[config.mk]
export PLATFORM = sky130hd
export DESIGN_NAME = wdog_lock
export DESIGN_NICKNAME = d
export VERILOG_FILES = /design/src/rtl/wdog_lock_pkg.sv /design/src/rtl/wdog_prescaler.sv /design/src/rtl/wdog_feed_seq.sv /design/src/rtl/wdog_down_counter.sv /design/src/rtl/wdog_lock.sv
export SDC_FILE = /design/constraint.sdc
export NUM_CORES = 1
export LEC_CHECK = 0
export BUFFER_PORTS_ARGS = -buffer_cell sky130_fd_sc_hd__buf_4
export CORE_MARGIN = 1.5
export CORE_UTILIZATION = 26
export CTS_BUF_LIST = sky130_fd_sc_hd__clkbuf_8
export CTS_CLUSTER_SIZE = 24
export DETAILED_ROUTE_END_ITERATION = 10
export HOLD_SLACK_MARGIN = 0.12
export PLACE_DENSITY = 0.54
export SKIP_CTS_REPAIR_TIMING = 1
export SYNTH_ARGS = -nofsm -noshare
export SYNTH_HDL_FRONTEND = slang
export SYNTH_HIERARCHICAL = 1
export SYNTH_SLANG_ARGS = --single-unit
[constraint.sdc]
create_clock -name clk -period 3.4 [get_ports clk]
set_input_delay 0.34 -clock clk [delete_from_list [all_inputs] [get_ports clk]]
set_output_delay 0.34 -clock clk [all_outputs]
set_load 0.01 [all_outputs]
[src/rtl/wdog_lock_pkg.sv]
package wdog_lock_pkg;

  typedef enum logic {
    FEED_IDLE  = 1'b0,
    FEED_ARMED = 1'b1
  } feed_state_e;

  localparam int CTRL_EN_BIT   = 0;
  localparam int CTRL_RM_BIT   = 1;
  localparam int CTRL_FLAG_BIT = 2;
  localparam int CTRL_IRQ_BIT  = 3;

  // Lower bound applied to every reload write.
  function automatic logic [31:0] clamp_reload(input logic [31:0] val,
                                               input logic [31:0] floor_v);
    return (val < floor_v) ? floor_v : val;
  endfunction

  // Count step taken on a prescaler tick.
  function automatic logic [31:0] step_down(input logic [31:0] val);
    return val - 32'd1;
  endfunction

endpackage

[src/rtl/wdog_prescaler.sv]
module wdog_prescaler #(
  parameter int DIV = 4
) (
  input  logic clk,
  input  logic rst_n,
  input  logic run_i,
  input  logic clear_i,
  output logic tick_o
);
  localparam int PW = (DIV > 1) ? $clog2(DIV) : 1;
  localparam logic [PW-1:0] TOP = PW'(DIV - 1);

  logic [PW-1:0] cnt_q;
  logic          at_top;

  assign at_top = (cnt_q == TOP);
  assign tick_o = run_i && at_top;

  always_ff @(posedge clk or negedge rst_n) begin
    if (!rst_n)        cnt_q <= '0;
    else if (clear_i)  cnt_q <= '0;
    else if (run_i)    cnt_q <= at_top ? '0 : cnt_q + PW'(1);
  end

  generate
    if (DIV > 1) begin : g_gap

      tick_gap_chk: assert property (@(posedge clk) disable iff (!rst_n)
        tick_o |=> !tick_o);
    end
  endgenerate
endmodule

[src/rtl/wdog_feed_seq.sv]
module wdog_feed_seq
  import wdog_lock_pkg::*;
#(
  parameter logic [7:0] KEY_FIRST  = 8'hAA,
  parameter logic [7:0] KEY_SECOND = 8'h55
) (
  input  logic       clk,
  input  logic       rst_n,
  input  logic       acc_i,
  input  logic       feed_wr_i,
  input  logic [7:0] data_i,
  output logic       feed_ok_o,
  output logic       feed_bad_o
);
  feed_state_e state_q, state_d;

  always_comb begin
    state_d    = state_q;
    feed_ok_o  = 1'b0;
    feed_bad_o = 1'b0;
    if (acc_i) begin
      unique case (state_q)
        FEED_IDLE: begin
          if (feed_wr_i && data_i == KEY_FIRST) state_d = FEED_ARMED;
          else if (feed_wr_i)                   feed_bad_o = 1'b1;
        end
        FEED_ARMED: begin
          state_d = FEED_IDLE;
          if (feed_wr_i && data_i == KEY_SECOND) feed_ok_o  = 1'b1;
          else                                   feed_bad_o = 1'b1;
        end
        default: state_d = FEED_IDLE;
      endcase
    end
  end

  always_ff @(posedge clk or negedge rst_n) begin
    if (!rst_n) state_q <= FEED_IDLE;
    else        state_q <= state_d;
  end


  feed_ok_after_key_chk: assert property (@(posedge clk) disable iff (!rst_n)
    feed_ok_o |-> $past(feed_wr_i) && $past(acc_i));

  feed_exclusive_chk: assert property (@(posedge clk) disable iff (!rst_n)
    !(feed_ok_o && feed_bad_o));
endmodule

[src/rtl/wdog_down_counter.sv]
module wdog_down_counter
  import wdog_lock_pkg::*;
#(
  parameter int          CNT_W = 24,
  parameter logic [31:0] INIT  = 32'hFF
) (
  input  logic             clk,
  input  logic             rst_n,
  input  logic             load_i,
  input  logic [CNT_W-1:0] load_val_i,
  input  logic             tick_i,
  output logic [CNT_W-1:0] cnt_o,
  output logic             expire_o
);
  logic [CNT_W-1:0] cnt_q;

  assign cnt_o    = cnt_q;
  assign expire_o = tick_i && (cnt_q == '0);

  always_ff @(posedge clk or negedge rst_n) begin
    if (!rst_n)                   cnt_q <= CNT_W'(INIT);
    else if (load_i || expire_o)  cnt_q <= load_val_i;
    else if (tick_i)              cnt_q <= CNT_W'(step_down(32'(cnt_q)));
  end


  count_step_chk: assert property (@(posedge clk) disable iff (!rst_n)
    (!$past(load_i) && !$past(expire_o) && !$stable(cnt_q))
      |-> cnt_q == $past(cnt_q) - CNT_W'(1));
endmodule

[src/rtl/wdog_lock.sv]
module wdog_lock
  import wdog_lock_pkg::*;
#(
  parameter int          DATA_W     = 32,
  parameter int          ADDR_W     = 2,
  parameter int          CNT_W      = 24,
  parameter int          PRE_DIV    = 4,
  parameter logic [31:0] MIN_RELOAD = 32'hFF,
  parameter logic [7:0]  KEY_FIRST  = 8'hAA,
  parameter logic [7:0]  KEY_SECOND = 8'h55
) (
  input  logic              clk,
  input  logic              por_n,
  input  logic              rst_n,
  input  logic              bus_sel,
  input  logic              bus_wr,
  input  logic [ADDR_W-1:0] bus_addr,
  input  logic [DATA_W-1:0] bus_wdata,
  output logic [DATA_W-1:0] bus_rdata,
  input  logic              dbg_halt,
  output logic              wdt_rst_req,
  output logic              wdt_irq
);
  localparam logic [ADDR_W-1:0] A_CTRL   = ADDR_W'(0);
  localparam logic [ADDR_W-1:0] A_RELOAD = ADDR_W'(1);
  localparam logic [ADDR_W-1:0] A_FEED   = ADDR_W'(2);
  localparam logic [ADDR_W-1:0] A_VALUE  = ADDR_W'(3);

  logic             sys_rst_n;
  logic             wr_ctrl, wr_reload, wr_feed;
  logic             feed_ok, feed_bad;
  logic             en_req_q, rm_req_q, en_act_q, rm_act_q;
  logic             irq_q, rreq_q, flag_q;
  logic [CNT_W-1:0] reload_q, count;
  logic             running, tick, expire, fault;

  assign sys_rst_n = rst_n & por_n;

  assign wr_ctrl   = bus_sel && bus_wr && (bus_addr == A_CTRL);
  assign wr_reload = bus_sel && bus_wr && (bus_addr == A_RELOAD);
  assign wr_feed   = bus_sel && bus_wr && (bus_addr == A_FEED);

  assign running = en_act_q && !dbg_halt;
  assign fault   = expire || (feed_bad && en_act_q);

  wdog_feed_seq #(.KEY_FIRST(KEY_FIRST), .KEY_SECOND(KEY_SECOND)) feed_i (
    .clk(clk), .rst_n(sys_rst_n), .acc_i(bus_sel), .feed_wr_i(wr_feed),
    .data_i(bus_wdata[7:0]), .feed_ok_o(feed_ok), .feed_bad_o(feed_bad)
  );

  wdog_prescaler #(.DIV(PRE_DIV)) pre_i (
    .clk(clk), .rst_n(sys_rst_n), .run_i(running), .clear_i(feed_ok),
    .tick_o(tick)
  );

  wdog_down_counter #(.CNT_W(CNT_W), .INIT(MIN_RELOAD)) cnt_i (
    .clk(clk), .rst_n(sys_rst_n), .load_i(feed_ok), .load_val_i(reload_q),
    .tick_i(tick), .cnt_o(count), .expire_o(expire)
  );

  // Control requests, lock-in on valid feed, reload register.
  always_ff @(posedge clk or negedge sys_rst_n) begin
    if (!sys_rst_n) begin
      en_req_q <= 1'b0;
      rm_req_q <= 1'b0;
      en_act_q <= 1'b0;
      rm_act_q <= 1'b0;
      reload_q <= CNT_W'(MIN_RELOAD);
    end else begin
      if (wr_ctrl && bus_wdata[CTRL_EN_BIT]) en_req_q <= 1'b1;
      if (wr_ctrl && bus_wdata[CTRL_RM_BIT]) rm_req_q <= 1'b1;
      if (feed_ok && en_req_q) en_act_q <= 1'b1;
      if (feed_ok && rm_req_q) rm_act_q <= 1'b1;
      if (wr_reload)
        reload_q <= CNT_W'(clamp_reload(32'(bus_wdata[CNT_W-1:0]), MIN_RELOAD));
    end
  end

  // Response to a fault.
  always_ff @(posedge clk or negedge sys_rst_n) begin
    if (!sys_rst_n) begin
      rreq_q <= 1'b0;
      irq_q  <= 1'b0;
    end else begin
      if (fault && rm_act_q) rreq_q <= 1'b1;
      if (fault && !rm_act_q)                    irq_q <= 1'b1;
      else if (wr_ctrl && bus_wdata[CTRL_IRQ_BIT]) irq_q <= 1'b0;
    end
  end

  // Flag lives in the power-on domain only.
  always_ff @(posedge clk or negedge por_n) begin
    if (!por_n)                                   flag_q <= 1'b0;
    else if (fault && rm_act_q && sys_rst_n)      flag_q <= 1'b1;
    else if (wr_ctrl && bus_wdata[CTRL_FLAG_BIT]) flag_q <= 1'b0;
  end

  assign wdt_rst_req = rreq_q;
  assign wdt_irq     = irq_q;

  always_comb begin
    bus_rdata = '0;
    unique case (bus_addr)
      A_CTRL:   bus_rdata = DATA_W'({irq_q, flag_q, rm_act_q, en_act_q});
      A_RELOAD: bus_rdata = DATA_W'(reload_q);
      A_FEED:   bus_rdata = '0;
      A_VALUE:  bus_rdata = DATA_W'(count);
      default:  bus_rdata = '0;
    endcase
  end


  enable_lock_chk: assert property (@(posedge clk) disable iff (!sys_rst_n)
    en_act_q |=> en_act_q);

  rst_req_sticky_chk: assert property (@(posedge clk) disable iff (!sys_rst_n)
    wdt_rst_req |=> wdt_rst_req);

  bad_feed_resp_chk: assert property (@(posedge clk) disable iff (!sys_rst_n)
    (feed_bad && en_act_q) |=> (wdt_rst_req || wdt_irq));

  flag_with_req_chk: assert property (@(posedge clk) disable iff (!sys_rst_n)
    $rose(wdt_rst_req) |-> flag_q);

  halt_freeze_chk: assert property (@(posedge clk) disable iff (!sys_rst_n)
    (dbg_halt && !feed_ok) |=> $stable(count));
endmodule

==> reports/results.txt <==
The flow ran to the end, and the final reports show no timing, DRC or antenna violations. For the total global routing overflow, the log shows 0. The count of warnings emitted by yosys was 6. Dividing total power by cell area gives a power density of 424 mW/mm^2. The tools report the clock latency reported for the late side of the worst-skew pair as 0.34 ns. The first-pass iteration count of the detailed router came out at 4. Setup repair after global routing left no endpoint under its margin. Starting DRC count in detailed routing: 94. The slowest stage of the critical path belongs to the cell sky130_fd_sc_hd__or4b_1. STA classifies the critical path endpoint as a register. The first-pass GRT wire length is 13400 um, and the row count is 41.

For the final database, setup skew stands at 0.00702 ns. The proportion of synthesized area in mux cells is 8.19%, and the internal power is 0.00130 W. The count of flip-flops with a built-in enable after synthesis is 0, and the final worst-path setup slack is 0.547 ns. Counting the fill cells in the layout gives 1337. The TritonCTS buffer count came out at 9.

In this run the vertical extent of the chip is 116 um. After legalization and detailed placement, the total HPWL measured 6110 um. The full die area was 0.0134 mm^2; the share of Yosys cell area claimed by the top area cell type was 31.7%. The synthesis-to-finish area growth is 23.7%. Summed over all layers, the routed wires come to 8180 um.

Summed area of non-filler cells in the final layout: 0.00410 mm^2. The most used flip-flop cell after synthesis is sky130_fd_sc_hd__dfrtp_1. In this run, flip-flops and latches consume 47.3% of the power.

Cells with a size suffix above 1 make up 23.0% of the layout. The mapped netlist covers 0.00331 mm^2. The number of antenna cells inserted was 0.

Traced cell by cell, the critical path runs through or4_4 -> or4b_1 -> o41a_1 -> buf_4 -> nor2_1 -> a21oi_1. Sorting the synthesized cells by area gives the leading types as sky130_fd_sc_hd__dfrtp_1 32%, sky130_fd_sc_hd__dfstp_2 13%, sky130_fd_sc_hd__mux2i_1 7.9%. TritonCTS built the clock tree.

Of all cell types, the one taking the most synthesized area is sky130_fd_sc_hd__dfrtp_1. Data on the critical path arrives at its endpoint at 3.07 ns. Dividing the detail-routed via count by the number of cells gives 4.42.

The post-synthesis share of cell area spent on and, or, nand and nor gates is 26.8%, and the maximum fanout along the worst path is 24. Global routing consumed, over all layers together, 13.2% of the routing resources. The width of the die was 116 um; the leakage component of the power was 1.97 nW. The logs give 0 for the number of antenna violations at the first check in global routing and 0.000442 W for the switching power summed over all nets. The tools report the number of hold violations in the final report as 0. The clock passes through at most 2 buffers.

For this run, design rule violations remaining after detail routing come to 0. The region available for standard cell placement spans 0.0125 mm^2. Delay of the slowest critical-path stage: 0.68 ns. In this run switching power makes up 25.4% of total power.

The synthesized netlist devotes 1.13% of its cell area to adder and majority cells. Main combinational cell family by area after synthesis: simple AND/OR/NAND/NOR gates. The power after layout is 0.00174 W, and the share of the synthesized area in compound gates (AO/OA/AOI/OAI) is 8.35%. The worst slack at placement came out at 0.545 ns. The cell chosen for the clock root is sky130_fd_sc_hd__clkbuf_8.

The net count of the finished layout is 464. The remaining antenna violation count is 0, and the clock-pin transition on the worst setup and hold timing paths is 0.07 ns. The tree built by TritonCTS fans out to 58 sinks. Setup total negative slack on the finished layout was measured at 0 ns. Pin placement for this block handled 74 I/O pins.

Data on the critical path is required at its endpoint by 3.61 ns. Most common cell in the synthesized netlist: sky130_fd_sc_hd__nand2_1. The initial utilization of the core area, before any placement, comes to 26.5%.

In the synthesized netlist the async set-or-reset flop fraction comes to 100%. The fraction of synthesized cell area in xor and xnor cells was 5.82%; the worst max-slew margin expressed relative to the limit was 42.1%. The kind of path behind the tightest hold check was in -> async. Summing over every cut layer, the via total after detailed routing is 2644.

Input and output buffers added on the ports amount to 57. In the finished design, the share of the clock period the worst path needs comes to 83.9%. Dividing the synthesized area by the synthesized cell count gives 9.05 um^2. By startpoint and endpoint, the worst setup path is classified as reg -> reg. In the synthesized netlist, the cells that appear most often are 56 x sky130_fd_sc_hd__nand2_1, 44 x sky130_fd_sc_hd__nor2_1, 42 x sky130_fd_sc_hd__dfrtp_1. The logs give 0 for the number of maximum-capacitance constraint violations and 350 MHz for the peak clock frequency supported by timing. The sequential element share of the synthesized area was 44.4%. For the pin with the worst max-slew slack, the measured transition is 0.868 ns. Final-report max-slew violation count: 0.

The fraction of power consumed by the clock network was 40.2%; the clock period minus worst slack was 2.85 ns. In this run the cell area measured after placement is 0.00387 mm^2. Synthesis produced 366 cells.

The H-tree generated during clock tree synthesis spans 3 levels. Synthesis inferred 58 register bits. Synthesis instantiated 43 different standard cells from the library. Setup violations remaining at the end of the flow were counted as 0.

The tools report the part of the total power dissipated in combinational logic as 12.5%. The final weighted congestion of routability-driven global placement came out at 0.758. In the final routed layout, each cell accounts on average for 13.7 um. The logs give 33 for the pin count of the biggest net entering global routing and 2704 for the via count of the first global-routing pass.

Across the VDD grid, the largest voltage drop is 159 uV. STA classifies the critical path startpoint as a register.
## cell usage in the layout, fill, tap and decap left out, drive strengths merged, types with 2 or more instances in the layout
cell type	count
buf	62
nand2	56
nor2	44
dfrtp	42
a21oi	32
mux2i	26
nor2b	22
xnor2	20
dfstp	16
nor4	12
nor3	12
clkbuf	10
conb	8
inv	6
nand3	5
a21o	5
o21ai	4
or3	4
and4bb	4
nand2b	3
ha	3
and4b	2
nand4b	2
nand4	2
bufinv	2
clkinv	2
nand3b	2
xor2	2
and2	2
## layer usage
layer / global-route usage (%) / part of all wire, % / vias up
met2: 21.3 / 47 / 49
li1: - / - / 1343
met4: 5.12 / 1.6 / 0
met5: 0 / 0 / -
met3: 3.56 / 4.2 / 9
met1: 16.8 / 47 / 1243
## registers in the layout, indices dropped and copies added, names as in the netlist
register	flops
flag_q	1
cnt_i/cnt_o	24
wdt_rst_req	1
feed_i/state_q	1
wdt_irq	1
en_req_q	1
rm_req_q	1
pre_i/cnt_q	2
rm_act_q	1
reload_q	24
en_act_q	1
## power groups by stage
| stage | sequential (W) | combinational [W] | clock [W] |
|---|---|---|---|
| 3_5_place_dp | 0.000834 | 0.000222 | 0 |
| 2_1_floorplan | 0.000810 | 0.000137 | 0 |
| 5_1_grt | 0.000831 | 0.000249 | 0.000755 |
| 4_1_cts | 0.000822 | 0.000223 | 0.000722 |
| 3_3_place_gp | 0.000832 | 0.000218 | 0 |
| 6_report | 0.000822 | 0.000218 | 0.000699 |
## stage by stage
| step | cells | hold WS, ns | utilization (%) |
|---|---|---|---|
| 6_report | 598 | 0.183 | 32.7 |
| 5_1_grt | 598 | 0.190 | 32.7 |
| 4_1_cts | 597 | -0.254 | 32.7 |
| 3_5_place_dp | 581 | 0.122 | 30.9 |
| 3_3_place_gp | 581 | 0.119 | 30.9 |
| 2_1_floorplan | 373 | 0.0444 | - |
## kinds of logic (layout without fill, tap and decap cells)
family / after synthesis / count (layout)
and+or+nand+nor: 177 / 177
DFF: 58 / 58
AOI/OAI and AO/OA: 47 / 47
buffers and inverters: 31 / 84
muxes: 27 / 27
xor gates and xnor gates: 22 / 22
adders and majority gates: 3 / 3
other: 1 / 8
## cell type report
| cell class | count | area [um^2] | area share [%] |
|---|---|---|---|
| tap | 172 | 215 | 5.25 |
| timing repair buffer | 63 | 475 | 11.6 |
| sequential | 58 | 1470 | 35.9 |
| clock buffer | 10 | 138 | 3.36 |
| clock inverter | 6 | 81.3 | 1.98 |
| inverter | 5 | 18.8 | 0.458 |
| multi-input combinational | 284 | 1700 | 41.4 |
## critical path, delay by kind of cell, from the launching register on
family	cells	cell delay, ns
buffers and inverters	1	0.27
DFF	1	0.44
AOI/OAI and AO/OA	2	0.66
and+or+nand+nor	3	1.35
## worst paths after layout
kind,end,start,slack (ns),cells past startpoint
min in group clk,reload_q[21],bus_wdata[21],0.20,3
worst max register to register,cnt_i/cnt_o[16],cnt_i/cnt_o[12],0.55,6
worst min register to register,wdt_rst_req,wdt_rst_req,0.47,1
max in group asynchronous,reload_q[7],por_n,1.78,4
worst min-delay path,wdt_irq,rst_n,0.18,2
worst max-delay path,cnt_i/cnt_o[16],cnt_i/cnt_o[12],0.55,6
No activity file was read; power rests on OpenSTA's default activity.
